### config.mk
export PLATFORM = sky130hd
export DESIGN_NAME = cs_exec_unit
export DESIGN_NICKNAME = d
export VERILOG_FILES = /design/src/rtl/cs_pkg.sv /design/src/rtl/cs_sub_compare.sv /design/src/rtl/cs_cr_update.sv /design/src/rtl/cs_isel_mux.sv /design/src/rtl/cs_exec_unit.sv
export SDC_FILE = /design/constraint.sdc
export NUM_CORES = 1
export LEC_CHECK = 0
export BUFFER_PORTS_ARGS = -buffer_cell sky130_fd_sc_hd__buf_2
export CAP_MARGIN = 5
export CORE_MARGIN = 2
export CORE_UTILIZATION = 55
export CTS_CLUSTER_DIAMETER = 100
export DETAILED_ROUTE_END_ITERATION = 6
export PLACE_DENSITY = 0.82
export SYNTH_ARGS = -nofsm -noshare
export SYNTH_HDL_FRONTEND = slang
export SYNTH_HIERARCHICAL = 1
export SYNTH_SLANG_ARGS = --single-unit
### constraint.sdc
create_clock -name clk -period 2.9 [get_ports clk]
set_input_delay 0.435 -clock clk [delete_from_list [all_inputs] [get_ports clk]]
set_output_delay 0.435 -clock clk [all_outputs]
set_load 0.1 [all_outputs]
### src/rtl/cs_pkg.sv
package cs_pkg;
    typedef enum logic [1:0] {
        OP_CMP  = 2'd0,
        OP_ISEL = 2'd1,
        OP_MAX  = 2'd2,
        OP_RSVD = 2'd3
    } op_e;

    // Flag positions counted down from the top of a field
    localparam int FLAG_CNT = 3;
endpackage

### src/rtl/cs_sub_compare.sv
// Signed ordering through an unsigned subtract with flipped sign bits.
module cs_sub_compare #(
    parameter int W = 64
) (
    input  logic [W-1:0] a,
    input  logic [W-1:0] b,
    output logic         ge,
    output logic         eq
);
    logic [W-1:0] a_bias;
    logic [W-1:0] b_bias;
    logic [W:0]   diff;

    always_comb begin
        a_bias = {~a[W-1], a[W-2:0]};
        b_bias = {~b[W-1], b[W-2:0]};
        diff   = {1'b0, a_bias} + {1'b0, ~b_bias} + (W+1)'(1);
        ge     = diff[W];
        eq     = (diff[W-1:0] == '0);
    end
endmodule

### src/rtl/cs_cr_update.sv
// Next condition register for a compare into one field.
module cs_cr_update #(
    parameter int NF     = 8,
    parameter int FW     = 4,
    parameter int FIDX_W = 3
) (
    input  logic [NF*FW-1:0] cr_in,
    input  logic             wr_en,
    input  logic [FIDX_W-1:0] fidx,
    input  logic [2:0]       flags,
    output logic [NF*FW-1:0] cr_out,
    output logic [FW-1:0]    fld_new
);
    for (genvar f = 0; f < NF; f++) begin : g_field
        logic hit;
        assign hit = wr_en && (fidx == FIDX_W'(f));
        assign cr_out[f*FW +: FW] = hit ? {flags, cr_in[f*FW +: FW-3]}
                                        : cr_in[f*FW +: FW];
    end

    assign fld_new = cr_out[fidx*FW +: FW];
endmodule

### src/rtl/cs_isel_mux.sv
// Two-way operand select steered by one condition bit.
module cs_isel_mux #(
    parameter int W      = 64,
    parameter int N      = 32,
    parameter int BIDX_W = 5
) (
    input  logic [N-1:0]      cr,
    input  logic [BIDX_W-1:0] bidx,
    input  logic [W-1:0]      a,
    input  logic [W-1:0]      b,
    output logic [W-1:0]      y
);
    logic sel_bit;
    assign sel_bit = cr[bidx];
    assign y       = sel_bit ? a : b;
endmodule

### src/rtl/cs_exec_unit.sv
module cs_exec_unit #(
    parameter int DATA_W = 64,
    parameter int NF     = 8,
    parameter int FW     = 4
) (
    input  logic                          clk,
    input  logic                          rst_n,
    input  logic                          in_valid,
    input  logic [1:0]                    op,
    input  logic [DATA_W-1:0]             src_a,
    input  logic [DATA_W-1:0]             src_b,
    input  logic [$clog2(NF)-1:0]         field_sel,
    input  logic [$clog2(NF*FW)-1:0]      bit_sel,
    output logic [DATA_W-1:0]             result,
    output logic                          result_valid,
    output logic [NF*FW-1:0]              cond_reg
);
    import cs_pkg::*;

    localparam int CR_W   = NF * FW;
    localparam int FIDX_W = $clog2(NF);
    localparam int BIDX_W = $clog2(CR_W);

    typedef struct packed {
        logic [DATA_W-1:0] result;
        logic              res_valid;
        logic [CR_W-1:0]   cr;
    } state_t;

    state_t st_d, st_q;

    logic              a_ge_b;
    logic              a_eq_b;
    logic [2:0]        flags;
    logic              is_cmp;
    logic [CR_W-1:0]   cr_cmp;
    logic [FW-1:0]     fld_new;
    logic [DATA_W-1:0] isel_y;
    logic [DATA_W-1:0] max_y;
    op_e               op_t;

    assign op_t   = op_e'(op);
    assign is_cmp = in_valid && (op_t == OP_CMP);
    // less-than, greater-than, equal
    assign flags  = {~a_ge_b, a_ge_b & ~a_eq_b, a_eq_b};
    assign max_y  = a_ge_b ? src_a : src_b;

    cs_sub_compare #(.W(DATA_W)) u_cmp (
        .a  (src_a),
        .b  (src_b),
        .ge (a_ge_b),
        .eq (a_eq_b)
    );

    cs_cr_update #(.NF(NF), .FW(FW), .FIDX_W(FIDX_W)) u_cru (
        .cr_in   (st_q.cr),
        .wr_en   (is_cmp),
        .fidx    (field_sel),
        .flags   (flags),
        .cr_out  (cr_cmp),
        .fld_new (fld_new)
    );

    cs_isel_mux #(.W(DATA_W), .N(CR_W), .BIDX_W(BIDX_W)) u_isel (
        .cr   (st_q.cr),
        .bidx (bit_sel),
        .a    (src_a),
        .b    (src_b),
        .y    (isel_y)
    );

    always_comb begin
        st_d           = st_q;
        st_d.res_valid = 1'b0;
        if (in_valid) begin
            unique case (op_t)
                OP_CMP: begin
                    st_d.cr        = cr_cmp;
                    st_d.result    = {{(DATA_W-FW){1'b0}}, fld_new};
                    st_d.res_valid = 1'b1;
                end
                OP_ISEL: begin
                    st_d.result    = isel_y;
                    st_d.res_valid = 1'b1;
                end
                OP_MAX: begin
                    st_d.result    = max_y;
                    st_d.res_valid = 1'b1;
                end
                default: ;
            endcase
        end
    end

    always_ff @(posedge clk or negedge rst_n) begin
        if (!rst_n) st_q <= '0;
        else        st_q <= st_d;
    end

    assign result       = st_q.result;
    assign result_valid = st_q.res_valid;
    assign cond_reg     = st_q.cr;
endmodule

== Word level (Yosys, flattened, before mapping) ==
Index checks and enable logic that the tools add are counted.
Word-level totals
  input port bits: 141
  memories: 0
  logic and storage cells: 52
  bits in registers: 97
  bits in latches: 0
  output and inout port bits: 97
  memory bits (read-only): 0
  RAM bits: 0
Cells by class
  reductions and logical operators: 15
  mux-type cells: 15
  shift operators: 1
  add/subtract/negate cells: 2
  equal/unequal tests: 9
  bitwise operators: 6
  div/mod/pow operators: 0
  $lt $le $gt $ge: 1
  multipliers: 0
Operator list (count)
  65-bit case mux with 3 select lines: 1
  64-bit two-way mux: 2
  64-bit by 64-bit adder with 65-bit output: 1
  65-bit by 1-bit adder with 65-bit output, second input constant: 1
  64-bit logical NOT: 1
  64-bit inverter: 1
  33-bit two-way mux: 1
  32-bit two-way mux: 1
  4-bit two-way mux: 8
  32-bit by 6-bit indexed part select with 4-bit output: 1
  3-bit == test, second input constant: 4
  1-bit logical AND: 9
  3-bit by 2-bit == test with 1-bit output, second input constant: 2
  5-bit by 6-bit < comparator with 1-bit output, second input constant: 1
  1-bit binary-select mux with 5-bit select: 1
  1-bit inverter: 4
  2-bit AND reduction: 2
  3-bit by 1-bit == test with 1-bit output, second input constant: 1
  3-bit logical NOT: 1
  3-bit nonzero test: 1
  2-bit by 1-bit == test with 1-bit output, second input constant: 1
  2-bit == test, second input constant: 1
  2-bit logical NOT: 1
  1-bit bitwise AND: 1
  1-bit two-way mux: 1

== Depth between registers and ports, before layout ==
  depth after elaboration: 11
  depth in mapped cells: 25
  gate-level depth less buffers: 22

== Cells and area by module ==
Netlist, hierarchy kept.
Modules (own cells, without submodules)
  cs_exec_unit: seq. area each 2427.3 um2, times used 1, cells each 437, area an instance 5026.1 um2
  cs_sub_compare: seq. area each 0.0 um2, times used 1, cells each 743, area an instance 4742.0 um2
  cs_isel_mux: seq. area each 0.0 um2, times used 1, cells each 112, area an instance 1114.8 um2
  cs_cr_update: seq. area each 0.0 um2, times used 1, cells each 92, area an instance 829.5 um2

== Worst setup path after synthesis ==
OpenSTA, ideal clock, no wires.
  kind: input-to-reg
  start point: input port src_a[0]
  end point: register st_q (netlist bit result[2])
  setup slack: -2176 ps
  setup time: 126 ps
  arrival: 4950 ps
  data required time: 2774 ps
  stages on the path: 23
  path buffers: 1
  cells stage by stage: inv_1 > ha_1 > fa_1 > and2b_1 > o2111ai_1 > a2111oi_2 > nor3_2 > a22oi_4 > o2111ai_1 > a2111oi_2 > nand4_1 > nor4_1 > o2111ai_1 > or3_1 > nor4_2 > nor2_1 > clkbuf_1 > mux2i_1 > o221ai_1 > o32a_1 > nor2_1 > a21oi_1 > a221o_1
Between the ends
  cells in the longest elaborated chain, start to end: 8
  elaborated cells between the ends (all ways): 16
  classes of those cells: add/sub (2); shift (1); mux (10); bitwise (2); reduce/logical (1)
Ends and longest elaborated chain
  from (decl): RTL line cs_exec_unit.sv:10  | input logic [DATA_W-1:0] src_a,
  64-bit by 64-bit adder with 65-bit output (*): RTL line cs_sub_compare.sv:17  | diff = {1'b0, a_bias} + {1'b0, ~b_bias} + (W+1)'(1);
  65-bit by 1-bit adder with 65-bit output (*): RTL line cs_sub_compare.sv:17
  64-bit logical NOT (*): RTL line cs_sub_compare.sv:19  | eq = (diff[W-1:0] == '0);
  net a_eq_b: RTL line cs_exec_unit.sv:33  | logic a_eq_b;
  1-bit inverter (*): RTL line cs_exec_unit.sv:45  | assign flags = {~a_ge_b, a_ge_b & ~a_eq_b, a_eq_b};
  1-bit bitwise AND (*): RTL line cs_exec_unit.sv:45
  net flags[1]: RTL line cs_exec_unit.sv:34  | logic [2:0] flags;
  4-bit two-way mux: RTL line cs_cr_update.sv:17  | assign cr_out[f*FW +: FW] = hit ? {flags, cr_in[f*FW +: FW-3]}
  32-bit by 6-bit indexed part select with 4-bit output (*): RTL line cs_cr_update.sv:21  | assign fld_new = cr_out[fidx*FW +: FW];
  net fld_new[2]: RTL line cs_exec_unit.sv:37  | logic [FW-1:0] fld_new;
  65-bit case mux with 3 select lines (*): RTL line cs_exec_unit.sv:76  | unique case (op_t)
  to (signal assigned): RTL line cs_exec_unit.sv:97  | else st_q <= st_d;
  to (decl): RTL line cs_exec_unit.sv:30  | state_t st_d, st_q;
Mark *: on every way through the listed nets, which the timed path passes. The rest lies on a longest branch.
A chain may end at the register's enable or synchronous reset.

== Worst setup path after layout ==
  start point: input port src_b[7]
  end point: register st_q (netlist bit result[2])
Between the ends
  elaborated cells between the ends (all ways): 17
  classes of those cells: add/sub (2); shift (1); mux (10); bitwise (3); reduce/logical (1)
RTL lines
  from (decl): RTL line cs_exec_unit.sv:11  | input logic [DATA_W-1:0] src_b,
  64-bit inverter (*): RTL line cs_sub_compare.sv:17
  64-bit by 64-bit adder with 65-bit output (*): RTL line cs_sub_compare.sv:17
  65-bit by 1-bit adder with 65-bit output (*): RTL line cs_sub_compare.sv:17
  net a_ge_b: RTL line cs_exec_unit.sv:32  | logic a_ge_b;
  1-bit bitwise AND: RTL line cs_exec_unit.sv:45
  4-bit two-way mux: RTL line cs_cr_update.sv:17
  32-bit by 6-bit indexed part select with 4-bit output: RTL line cs_cr_update.sv:21
  65-bit case mux with 3 select lines (*): RTL line cs_exec_unit.sv:76
Marks and branches as above.

==> metrics.cfg <==
[floorplanning]
core_um2=21000
start_util=0.559
die-width_um=150
die_y_um=150
die_area_um2=22500
pin_count=238
core.rowCount=53

[cells_and_area]
drive_gt1_frac=0.440
area_delta_synth_final_pct=42.3
final_cell_mix=318 x buf_4, 234 x buf_2, 116 x nand2_1
fill_cells=1297
final_common_cell=buf_4
largest_register_ffs=64
layoutNonFillerInstCount=2161
multi_input_area_um2=9030
seqCellArea_um2=2430
final_area_um2=16700
layout.nets=2085
utilization=0.796

[synth]
yosys_warnings=6
syn_area_um2=11700
synthFlopType=dfrtp_1
syn_inst=1384
synth_top_family_by_area=compound AO/OA/AOI/OAI gates
synth_edf_count=0
yosys.area_share.simple=0.153
ys_async_sr_fraction=1.00
synth_xor_area_frac=0.0239
avgSynthCellArea_um2=8.46
syn_nets=1590
synthMuxAreaShare=0.211
synth_compound_area_frac=0.259
synth_seq_area_share=0.207
yosys.area_share.adder=0.0701
yosysUniqueCellTypes=90
ys_ff_latch=97

[timing]
skew_ps=13.3
finalCriticalPeriod_ps=5580
hold_slack_ps=22.5
setup_ws_ps=-2680
period_share=1.92
max-slew-margin-rel=0.380
drv_slew=0
setup_violations=88
tightestPinTransition_ps=905
max_freq_mhz=179
rsz0062_at_grt=true
hold_viol=0

[place]
gp_congestion=1.04
port-buffer-count=237
dp_cells=2106
dp_hpwl_um=30300
dp_slack_ps=-2670
dpl_cell_area_um2=15200

[worst_setup_path]
cp-startpoint=src_b[7]
worst_setup_path_endpoint=result[2]$_DFFE_PN0P_
start_kind=primary input
critPathMaxFanout=7
critPathKind=primary input to flop
reg2reg_from=cond_reg[2]$_DFFE_PN0P_
cp.arrival_ps=5830
r2r_cells=8
cp-end-kind=flop
worstPathRequired_ps=3150
rr_endpoint=result[59]$_DFFE_PN0P_
r2r_slack_ps=-290

[drt]
met1Wirelength_um=18300
drc=8
routed.top_layer=met4
routed_wl_um=49600
wl_met3_um=5620
drt_iter0_markers=1725
wl_met2_um=22200
vias=14540
detail-route-antenna-nets=0
avgRoutedWirePerCell_um=22.9
viasPerCell=6.73
drt_pass1_iterations=7

[cts]
cts_buffers=9
clockRootBuffer=clkbuf_16
cts_tree=yes
cts_hold_buf=0
path_clk_slew_ps=90
clk_path_buf_depth=2
cts.sinks=97
htree_levels=3
clk-insertion-delay-late_ps=380

[power_and_ir_drop]
total_leakage_power_nw=7.93
irDropWorstVdd_mv=0.327
power_density_nw_per_um2=476

[global_routing]
grt_pass1_wl_um=70100
antenna_found_initial=2
grt_max_degree=59
first_global_vias=13792
grt_use_total=0.386
overflow=0

[status]
outcome=complete, but fails checks
violations=DRC, setup timing

[worst_hold_path]
hold_path.class=primary input to async pin

[run]
drv_cap=0

critical path, cell delays in order:
cell and delay [ps]:
buf_2 120, inv_1 50, ha_1 320, buf_4 170, nand2_1 140, o21ai_1 490
a21oi_4 110, o31ai_4 300, buf_4 180, a221oi_4 70, o211ai_1 260, a21oi_2 90
buf_4 160, o31a_1 280, buf_4 160, o21ai_4 170, buf_6 120, buf_6 80
a21o_1 170, a21o_4 190, buf_6 110, buf_6 80, buf_8 110, buf_16 140
mux2i_1 760, a21oi_1 170, a221o_1 360
logic make-up (layout without fill, tap and decap cells):
logic type | count (synthesis) | after routing
XOR/XNOR | 32 | 32
other | 0 | 2
adder cells (fa/ha/maj) | 65 | 65
AND/OR/NAND/NOR | 351 | 351
AO/OA/AOI/OAI | 422 | 422
multiplexers | 226 | 226
flip-flops | 97 | 97
buffers and inverters | 191 | 691
worst min path at each step:
stage | endpoint | cells after the start
2_1_floorplan | cond_reg[0]$_DFFE_PN0P_ | 0
3_3_place_gp | cond_reg[10]$_DFFE_PN0P_ | 1
3_5_place_dp | cond_reg[10]$_DFFE_PN0P_ | 1
4_1_cts | cond_reg[10]$_DFFE_PN0P_ | 1
5_1_grt | cond_reg[14]$_DFFE_PN0P_ | 1
6_report | cond_reg[10]$_DFFE_PN0P_ | 1
where the power goes:
part / internal [mW] / switching (mW) / leakage (nW)
sequential: 1.54 / 0.200 / 1.26
combinational: 1.68 / 3.14 / 6.51
clock: 0.641 / 0.725 / 0.157
total: 3.86 / 4.07 / 7.93
synthesized netlist by cell type, types with 19 or more instances:
master	count	area share
ha_1	64	0.068
a21oi_1	78	0.033
o211ai_1	64	0.041
buf_2	34	0.015
clkbuf_1	45	0.014
a22oi_1	55	0.035
inv_1	84	0.027
nand4_1	31	0.017
nand2_1	118	0.038
o21a_1	21	0.013
mux2_2	121	0.12
nand2b_1	28	0.015
mux2i_1	96	0.082
o21ai_0	47	0.020
a21o_1	19	0.012
dfrtp_1	97	0.21
nand3_1	21	0.0090
nor2_1	61	0.020
stage by stage:
stage | TNS (ps) | power (mW)
3_5_place_dp | -173900 | 5.98
2_1_floorplan | -81350 | 4.70
4_1_cts | -137540 | 7.61
3_3_place_gp | -166450 | 5.90
6_report | -167930 | 7.93
5_1_grt | -167190 | 8.19
area by class of cell:
cell class	count	share of cell area
Antenna cell	2	0.000300
Clock buffer	9	0.0135
Clock inverter	7	0.00593
Inverter	85	0.0200
Multi-Input combinational cell	1096	0.542
Sequential cell	97	0.146
Tap cell	275	0.0206
Timing Repair Buffer	590	0.252
routing by layer:
| metal | GRT usage | vias up |
|---|---|---|
| met3 | 0.0756 | 357 |
| met1 | 0.474 | 6755 |
| met2 | 0.638 | 1228 |
| met4 | 0.208 | 0 |
| li1 | - | 6200 |
| met5 | 0 | - |
what timing repair did:
item                       4_1_cts  5_1_grt
setup endpoints to repair       88       88
setup buffers                   23       18
gates resized for setup         92       76
pin swaps                       27       28
gates cloned                     5        2
No activity file was read; power rests on OpenSTA's default activity.
